**src/rtl/rcd_pkg.sv**
```systemverilog
// Package: shared constants, state encoding and slot-to-pin mapping for the
// RC discharge-time sequencer. Assumes four discharge pins and four slots.
package rcd_pkg;

    parameter int NUM_PINS  = 4;
    parameter int NUM_SLOTS = 4;
    localparam int SLOT_W   = $clog2(NUM_SLOTS);

    typedef enum logic [1:0] {
        ST_IDLE   = 2'd0,
        ST_CHARGE = 2'd1,
        ST_DISCH  = 2'd2
    } rcd_state_t;

    // Pin mask per slot and mode; bit i enables discharge pin i.
    function automatic logic [NUM_PINS-1:0] slot_mask(input logic bridge,
                                                      input logic [SLOT_W-1:0] slot);
        logic [NUM_PINS-1:0] m;
        m = '0;
        case (slot)
            2'd0: m[0] = 1'b1;
            2'd1: m[1] = 1'b1;
            2'd2: begin
                m[2] = 1'b1;
                m[1] = bridge;
            end
            default: m[3] = bridge;
        endcase
        return m;
    endfunction

endpackage

```
**src/rtl/rcd_sync.sv**
```systemverilog
// Module: rcd_sync
// Brings the asynchronous thresholded sense input into the clock domain
// through a chain of STAGES flip-flops. Assumes STAGES >= 1. The chain resets
// to 1 (capacitor treated as charged).
module rcd_sync #(
    parameter int STAGES = 2
) (
    input  logic clk,
    input  logic rst_n,
    input  logic d,
    output logic q
);

    logic [STAGES-1:0] chain;

    generate
        if (STAGES == 1) begin : g_one
            // Single sampling stage.
            always_ff @(posedge clk) begin
                if (!rst_n) chain <= '1;
                else        chain <= d;
            end
        end else begin : g_chain
            // Shift the sampled value through the chain.
            always_ff @(posedge clk) begin
                if (!rst_n) chain <= '1;
                else        chain <= {chain[STAGES-2:0], d};
            end
        end
    endgenerate

    assign q = chain[STAGES-1];

endmodule

```
**src/rtl/rcd_timer.sv**
```systemverilog
// Module: rcd_timer
// Shared cycle counter used both for the charge length and for the
// discharge interval. Clear has priority over increment. Assumes the
// controller never asks it to pass its maximum value.
module rcd_timer #(
    parameter int W = 16
) (
    input  logic         clk,
    input  logic         rst_n,
    input  logic         clr,
    input  logic         inc,
    output logic [W-1:0] value
);

    // Count reference-clock edges; zero on reset or clear.
    always_ff @(posedge clk) begin
        if (!rst_n || clr) value <= '0;
        else if (inc)      value <= value + 1'b1;
    end

    // Never wraps from all ones to zero by incrementing.
    assert_no_wrap_R4: assert property (@(posedge clk) disable iff (!rst_n)
        (inc && !clr) |-> (value != '1));

endmodule

```
**src/rtl/rcd_result_bank.sv**
```systemverilog
// Module: rcd_result_bank
// One count register and one overflow flag per measurement slot. All slots
// clear together when a run is accepted; one slot is written per capture.
module rcd_result_bank #(
    parameter int W      = 16,
    parameter int SLOTS  = 4,
    localparam int SW    = $clog2(SLOTS)
) (
    input  logic             clk,
    input  logic             rst_n,
    input  logic             clr,
    input  logic             wr,
    input  logic [SW-1:0]    wr_slot,
    input  logic [W-1:0]     wr_val,
    input  logic             wr_ovf,
    output logic [SLOTS*W-1:0] counts,
    output logic [SLOTS-1:0] ovf
);

    generate
        for (genvar i = 0; i < SLOTS; i++) begin : g_slot
            // Hold slot i's result until the next accepted run.
            always_ff @(posedge clk) begin
                if (!rst_n || clr) begin
                    counts[i*W +: W] <= '0;
                    ovf[i]           <= 1'b0;
                end else if (wr && (wr_slot == SW'(i))) begin
                    counts[i*W +: W] <= wr_val;
                    ovf[i]           <= wr_ovf;
                end
            end

            // An overflowed slot always reads saturated.
            assert_ovf_sat_R4: assert property (@(posedge clk) disable iff (!rst_n)
                ovf[i] |-> (counts[i*W +: W] == '1));
        end
    endgenerate

endmodule

```
**src/rtl/rcd_sequencer.sv**
```systemverilog
// Module: rcd_sequencer
// Runs charge / discharge-and-measure phases for three (single) or four
// (bridge) slots, capturing one count per slot from the cycle the discharge
// drive is applied until the synchronised sense input reads 0.
// Assumes charge_cycles >= SYNC_STAGES + 1 and that charge_cycles and
// timeout are held steady while busy.
module rcd_sequencer
    import rcd_pkg::*;
#(
    parameter int CW          = 16,
    parameter int SYNC_STAGES = 2
) (
    input  logic                    clk,
    input  logic                    rst_n,
    input  logic                    start,
    input  logic                    bridge_mode,
    input  logic [CW-1:0]           charge_cycles,
    input  logic [CW-1:0]           timeout,
    input  logic                    sense_in,
    output logic                    sense_oe,
    output logic                    sense_out,
    output logic [NUM_PINS-1:0]     dis_oe,
    output logic [NUM_PINS-1:0]     dis_out,
    output logic                    busy,
    output logic                    done,
    output logic [NUM_SLOTS*CW-1:0] slot_count,
    output logic [NUM_SLOTS-1:0]    slot_ovf
);

    localparam logic [SLOT_W-1:0] LAST_SINGLE = SLOT_W'(NUM_SLOTS - 2);
    localparam logic [SLOT_W-1:0] LAST_BRIDGE = SLOT_W'(NUM_SLOTS - 1);

    rcd_state_t        st;
    logic [SLOT_W-1:0] slot;
    logic              bridge_q;
    logic              sense_sync;
    logic [CW-1:0]     tmr;
    logic [CW-1:0]     chg_limit;
    logic              sense_low;
    logic              finish;
    logic              charge_end;
    logic              accept;
    logic              tmr_clr;
    logic              tmr_inc;
    logic [SLOT_W-1:0] last_slot;

    rcd_sync #(.STAGES(SYNC_STAGES)) u_sync (
        .clk   (clk),
        .rst_n (rst_n),
        .d     (sense_in),
        .q     (sense_sync)
    );

    rcd_timer #(.W(CW)) u_timer (
        .clk   (clk),
        .rst_n (rst_n),
        .clr   (tmr_clr),
        .inc   (tmr_inc),
        .value (tmr)
    );

    rcd_result_bank #(.W(CW), .SLOTS(NUM_SLOTS)) u_bank (
        .clk     (clk),
        .rst_n   (rst_n),
        .clr     (accept),
        .wr      (finish),
        .wr_slot (slot),
        .wr_val  (sense_low ? tmr : '1),
        .wr_ovf  (!sense_low),
        .counts  (slot_count),
        .ovf     (slot_ovf)
    );

    // Phase-end decisions and timer control.
    always_comb begin
        chg_limit  = (charge_cycles == '0) ? '0 : charge_cycles - 1'b1;
        sense_low  = !sense_sync;
        accept     = (st == ST_IDLE) && start;
        charge_end = (st == ST_CHARGE) && (tmr >= chg_limit);
        finish     = (st == ST_DISCH) && (sense_low || (tmr == timeout));
        tmr_clr    = accept || charge_end || finish;
        tmr_inc    = (st != ST_IDLE) && !tmr_clr;
        last_slot  = bridge_q ? LAST_BRIDGE : LAST_SINGLE;
    end

    // Sequence the phases and slots; emit the completion pulse.
    always_ff @(posedge clk) begin
        if (!rst_n) begin
            st       <= ST_IDLE;
            slot     <= '0;
            bridge_q <= 1'b0;
            done     <= 1'b0;
        end else begin
            done <= 1'b0;
            case (st)
                ST_IDLE: begin
                    if (start) begin
                        st       <= ST_CHARGE;
                        slot     <= '0;
                        bridge_q <= bridge_mode;
                    end
                end
                ST_CHARGE: begin
                    if (charge_end) st <= ST_DISCH;
                end
                ST_DISCH: begin
                    if (finish) begin
                        if (slot == last_slot) begin
                            st   <= ST_IDLE;
                            done <= 1'b1;
                        end else begin
                            slot <= slot + 1'b1;
                            st   <= ST_CHARGE;
                        end
                    end
                end
                default: st <= ST_IDLE;
            endcase
        end
    end

    // Pin drive decoded from the phase and slot.
    always_comb begin
        sense_oe  = (st == ST_CHARGE);
        sense_out = (st == ST_CHARGE);
        dis_oe    = (st == ST_DISCH) ? slot_mask(bridge_q, slot) : '0;
        dis_out   = '0;
        busy      = (st != ST_IDLE);
    end

    // Sense pin and discharge pins are never driven together.
    assert_excl_drive_R2: assert property (@(posedge clk) disable iff (!rst_n)
        sense_oe |-> (dis_oe == '0));

    // A discharge phase drives one or two pins low.
    assert_pin_count_R2: assert property (@(posedge clk) disable iff (!rst_n)
        (dis_oe != '0) |-> (($countones(dis_oe) <= 2) && (dis_out == '0)));

    // The discharge count never passes the timeout.
    assert_cnt_bound_R4: assert property (@(posedge clk) disable iff (!rst_n)
        (st == ST_DISCH) |-> (tmr <= timeout));

    // Completion is a single-cycle pulse while idle.
    assert_done_pulse_R7: assert property (@(posedge clk) disable iff (!rst_n)
        done |=> !done);
    assert_done_idle_R7: assert property (@(posedge clk) disable iff (!rst_n)
        done |-> !busy);

    // A start while busy does not restart the slot sequence.
    assert_start_ignored_R8: assert property (@(posedge clk) disable iff (!rst_n)
        (busy && start && !finish) |=> (slot == $past(slot)));

endmodule

```
**config.mk**
```make
export PLATFORM = sky130hd
export DESIGN_NAME = rcd_sequencer
export DESIGN_NICKNAME = d
export VERILOG_FILES = /design/src/rtl/rcd_pkg.sv /design/src/rtl/rcd_sync.sv /design/src/rtl/rcd_timer.sv /design/src/rtl/rcd_result_bank.sv /design/src/rtl/rcd_sequencer.sv
export SDC_FILE = /design/constraint.sdc
export NUM_CORES = 1
export LEC_CHECK = 0
export BUFFER_PORTS_ARGS = -buffer_cell sky130_fd_sc_hd__buf_2
export CELL_PAD_IN_SITES_DETAIL_PLACEMENT = 0
export CELL_PAD_IN_SITES_GLOBAL_PLACEMENT = 1
export CORE_MARGIN = 5
export CORE_UTILIZATION = 40
export DETAILED_ROUTE_END_ITERATION = 6
export PLACE_DENSITY = 0.89
export SYNTH_ARGS = -nofsm -noshare
export SYNTH_HDL_FRONTEND = slang
export SYNTH_HIERARCHICAL = 1
export SYNTH_SLANG_ARGS = --single-unit
```
**constraint.sdc**
```tcl
create_clock -name clk -period 8.2 [get_ports clk]
set_input_delay 0.82 -clock clk [delete_from_list [all_inputs] [get_ports clk]]
set_output_delay 0.82 -clock clk [all_outputs]
set_load 0.02 [all_outputs]
```
==> metrics.txt <==
RSZ-0062 raised after global routing=no; H-tree depth=3; DRT antenna net count=0; FMAX=between 0.2 and 0.25 GHz; Max FO, Critical Path=16; Final Power=a little under 1 mW; post-CTS sizing=0; Die Y=around 120 µm; cell area power density=162.3 nW/µm²; clock latency on the worst-skew pair=approximately 330 ps; WP data arrival=about 4800 ps; vias in the first global route=3866; largest stage delay on the critical path=540 ps; detailed router's first-iteration violation count=between 300 and 400; initial antenna violation count=1; Seq cells post-synth=92; Ports=117; cell chain of the critical path=buf_2 -> nor4_1 -> nand4_1 -> and2_1 -> ha_1 -> nand2b_1 -> a21oi_1 -> o21ai_0 -> a211oi_1 -> a21oi_1 -> a21oi_1 -> nand4_1 -> or3_1 -> xor2_1 -> nor2_1; grt met1 use=between 20% and 30%; die width=122.5 µm; clock root cell=clkbuf_16; layout cells sized above 1=approximately a quarter; CP startpoint kind=primary input; area leader, netlist=dfxtp_1; maxcap violations=0; Area Growth Syn to Fin=18.48%; reg2reg setup slack=4960 ps; relative slew slack=between 10% and 20%; routability cong.=a little over 0.8; Final Max Slew Viols=0; outcome=complete, no violations; WHS Endpoint=u_sync/chain[1]; crit path kind=primary input to flip-flop; most frequent cells in the layout=buf_2, dfxtp_1, nand3b_1; clock skew=between 7 and 8 ps; final setup fails=0; Post-CTS Setup Repair Bufs=0; WP buf/inv=1; CTS tree=yes; ys flop type=dfxtp_1; share of the synthesized area in the top cell type=about 36%; Final period util=between 50% and 60%; n_diodes=0; Cell variety after synth=43; Vias=between 4000 and 5000; total wire length=12.38 mm; met3 Usage GRT=between 3 and 4%; first-pass GRT wire length=19.65 mm; Worst-Margin Slew=1252 ps; fin crit period=between 4000 and 5000 ps; worst r2r src=u_timer/value[3]; Pre-antenna DRT Iters=4; final core occ=a little under half; # DRC=0; most common cell after layout, fill and taps aside=buf_2; Worst setup EP type=flip-flop; Fillers=roughly 1200; Synth Cell Area=slightly above 5000 µm²; clk sinks=92; clock slew at reported path FFs=70 ps; required time of the critical path=about 8400 ps; Most Used Layer, Global Route=met2; Port Buffer Count=~110; CP top delay family=simple AND/OR/NAND/NOR gates; hpwl dp=about 9.2 mm; Critical Path Most Common Cell=a21oi_1; synth warn=6; Die Area=between 10000 and 15000 µm²; routed len/inst=approximately 16 µm; Gate Count Post-Synth=between 500 and 600; maximum vdd drop=between 0.1 and 0.15 mV; number of synthesized flops with an enable pin=0; Post-CTS Hold Fix Bufs=0; Async S/R FF share, synth=0%; Rows=a little over 40; M2 GR Usage=approximately 27%; syn avg cell area=9.563 µm²; end of the worst register-to-register path=u_bank/counts[47]; Vias/cell=approximately 5.1; hold_sp=u_sync/chain[0]; CTS max path bufs=2; top post-synthesis cells by area=dfxtp_1, mux2i_1, nand3b_1, ha_1, xnor2_1; largest net degree at the start of global routing=96; slowest cell on the critical path=nand4_1; hold crit path type=flip-flop to flip-flop; core area=roughly 13000 µm²; Hold Vio Cnt, Final=0; leakage=~2.8 nW; worst hold stages=1; TNS Setup=0 ps; total CTS buffers=9; net total in the final layout=around 680; grt total ovfl=0; worst r2r path cells=6; Initial Util=40.41%; total global-route track usage=16.33%; sequential share of the synthesized area=a little over a third
==> synthesized netlist by cell type, drive strengths merged (14+ instances only) <==
master and instances:
nand2 31, xnor2 29, or2 17, nand4 16
clkbuf 14, mux2i 71, xor2 15, nand3b 88
ha 23, dfxtp 92, nor2 26, buf 23
==> worst register-to-register path: cells and delay by family (launching register included) <==
| kind | cells | cell delay (ps) |
|---|---|---|
| AO/OA/AOI/OAI | 1 | 540 |
| XOR/XNOR | 1 | 180 |
| flip-flops | 1 | 640 |
| multiplexers | 1 | 450 |
| AND/OR/NAND/NOR | 3 | 1330 |
==> metrics by stage <==
step	cell area (µm²)	hold slack, ps	worst slack (ps)	cells
6_report	5993	408.6	3583	798
5_1_grt	5993	416.8	3065	798
4_1_cts	5993	411.2	3634	798
3_5_place_dp	5674	396.8	3283	782
3_3_place_gp	5674	398.4	3519	782
2_1_floorplan	5070	386.3	4454	532
==> sequential cells by signal, summed over array words and instances, names as in the netlist <==
register	cells
u_bank/counts	64
u_timer/value	16
u_bank/ovf	4
slot	2
st	2
u_sync/chain	2
bridge_q	1
done	1
==> how the worst max path moves through the flow <==
stage	startpoint	to	slack [ps]	cells past startpoint
floorplan	charge_cycles[5]	u_timer/value[12]	4450	16
global placement	charge_cycles[5]	u_timer/value[13]	3520	15
detailed placement	charge_cycles[7]	u_timer/value[10]	3280	15
CTS	charge_cycles[7]	u_timer/value[10]	3630	15
global route	charge_cycles[7]	u_timer/value[10]	3060	15
finish	charge_cycles[7]	u_timer/value[10]	3580	15
==> final cells by class <==
type	instances	area (µm²)	area share [%]
repair buffers	115	583.1	9.729
flip-flops and latches	92	1842	30.73
well taps	172	215.2	3.591
clock inverters	4	72.57	1.211
clock buffers	12	246.5	4.113
multi-input cells	395	3004	50.13
inverters	8	30.03	0.5010
==> cells by family (layout without fill, tap and decap cells) <==
family | count (synthesis) | count (layout) | synth area share, %
AND/OR/NAND/NOR | 224 | 224 | 27.68
flip-flops | 92 | 92 | 36.41
multiplexers | 71 | 71 | 14.05
buffers and inverters | 45 | 139 | 4.576
XOR/XNOR | 44 | 44 | 7.618
AO/OA/AOI/OAI | 29 | 29 | 3.908
adder cells (fa/ha/maj) | 23 | 23 | 5.689
other | 1 | 4 | 0.07413
==> routing by layer <==
layer  share of wire (%)  wire [µm]
met4                 1.8        224
met5               0.057          7
met1                  46       5689
met3                 5.6        691
met2                  47       5769
==> report_power, final <==
part	internal [mW]	switching, mW	leakage [nW]
registers	0.448	0.00296	0.742
clock network	0.275	0.164	0.153
logic	0.0353	0.0471	1.94
Power figures use the tool's default switching activity.
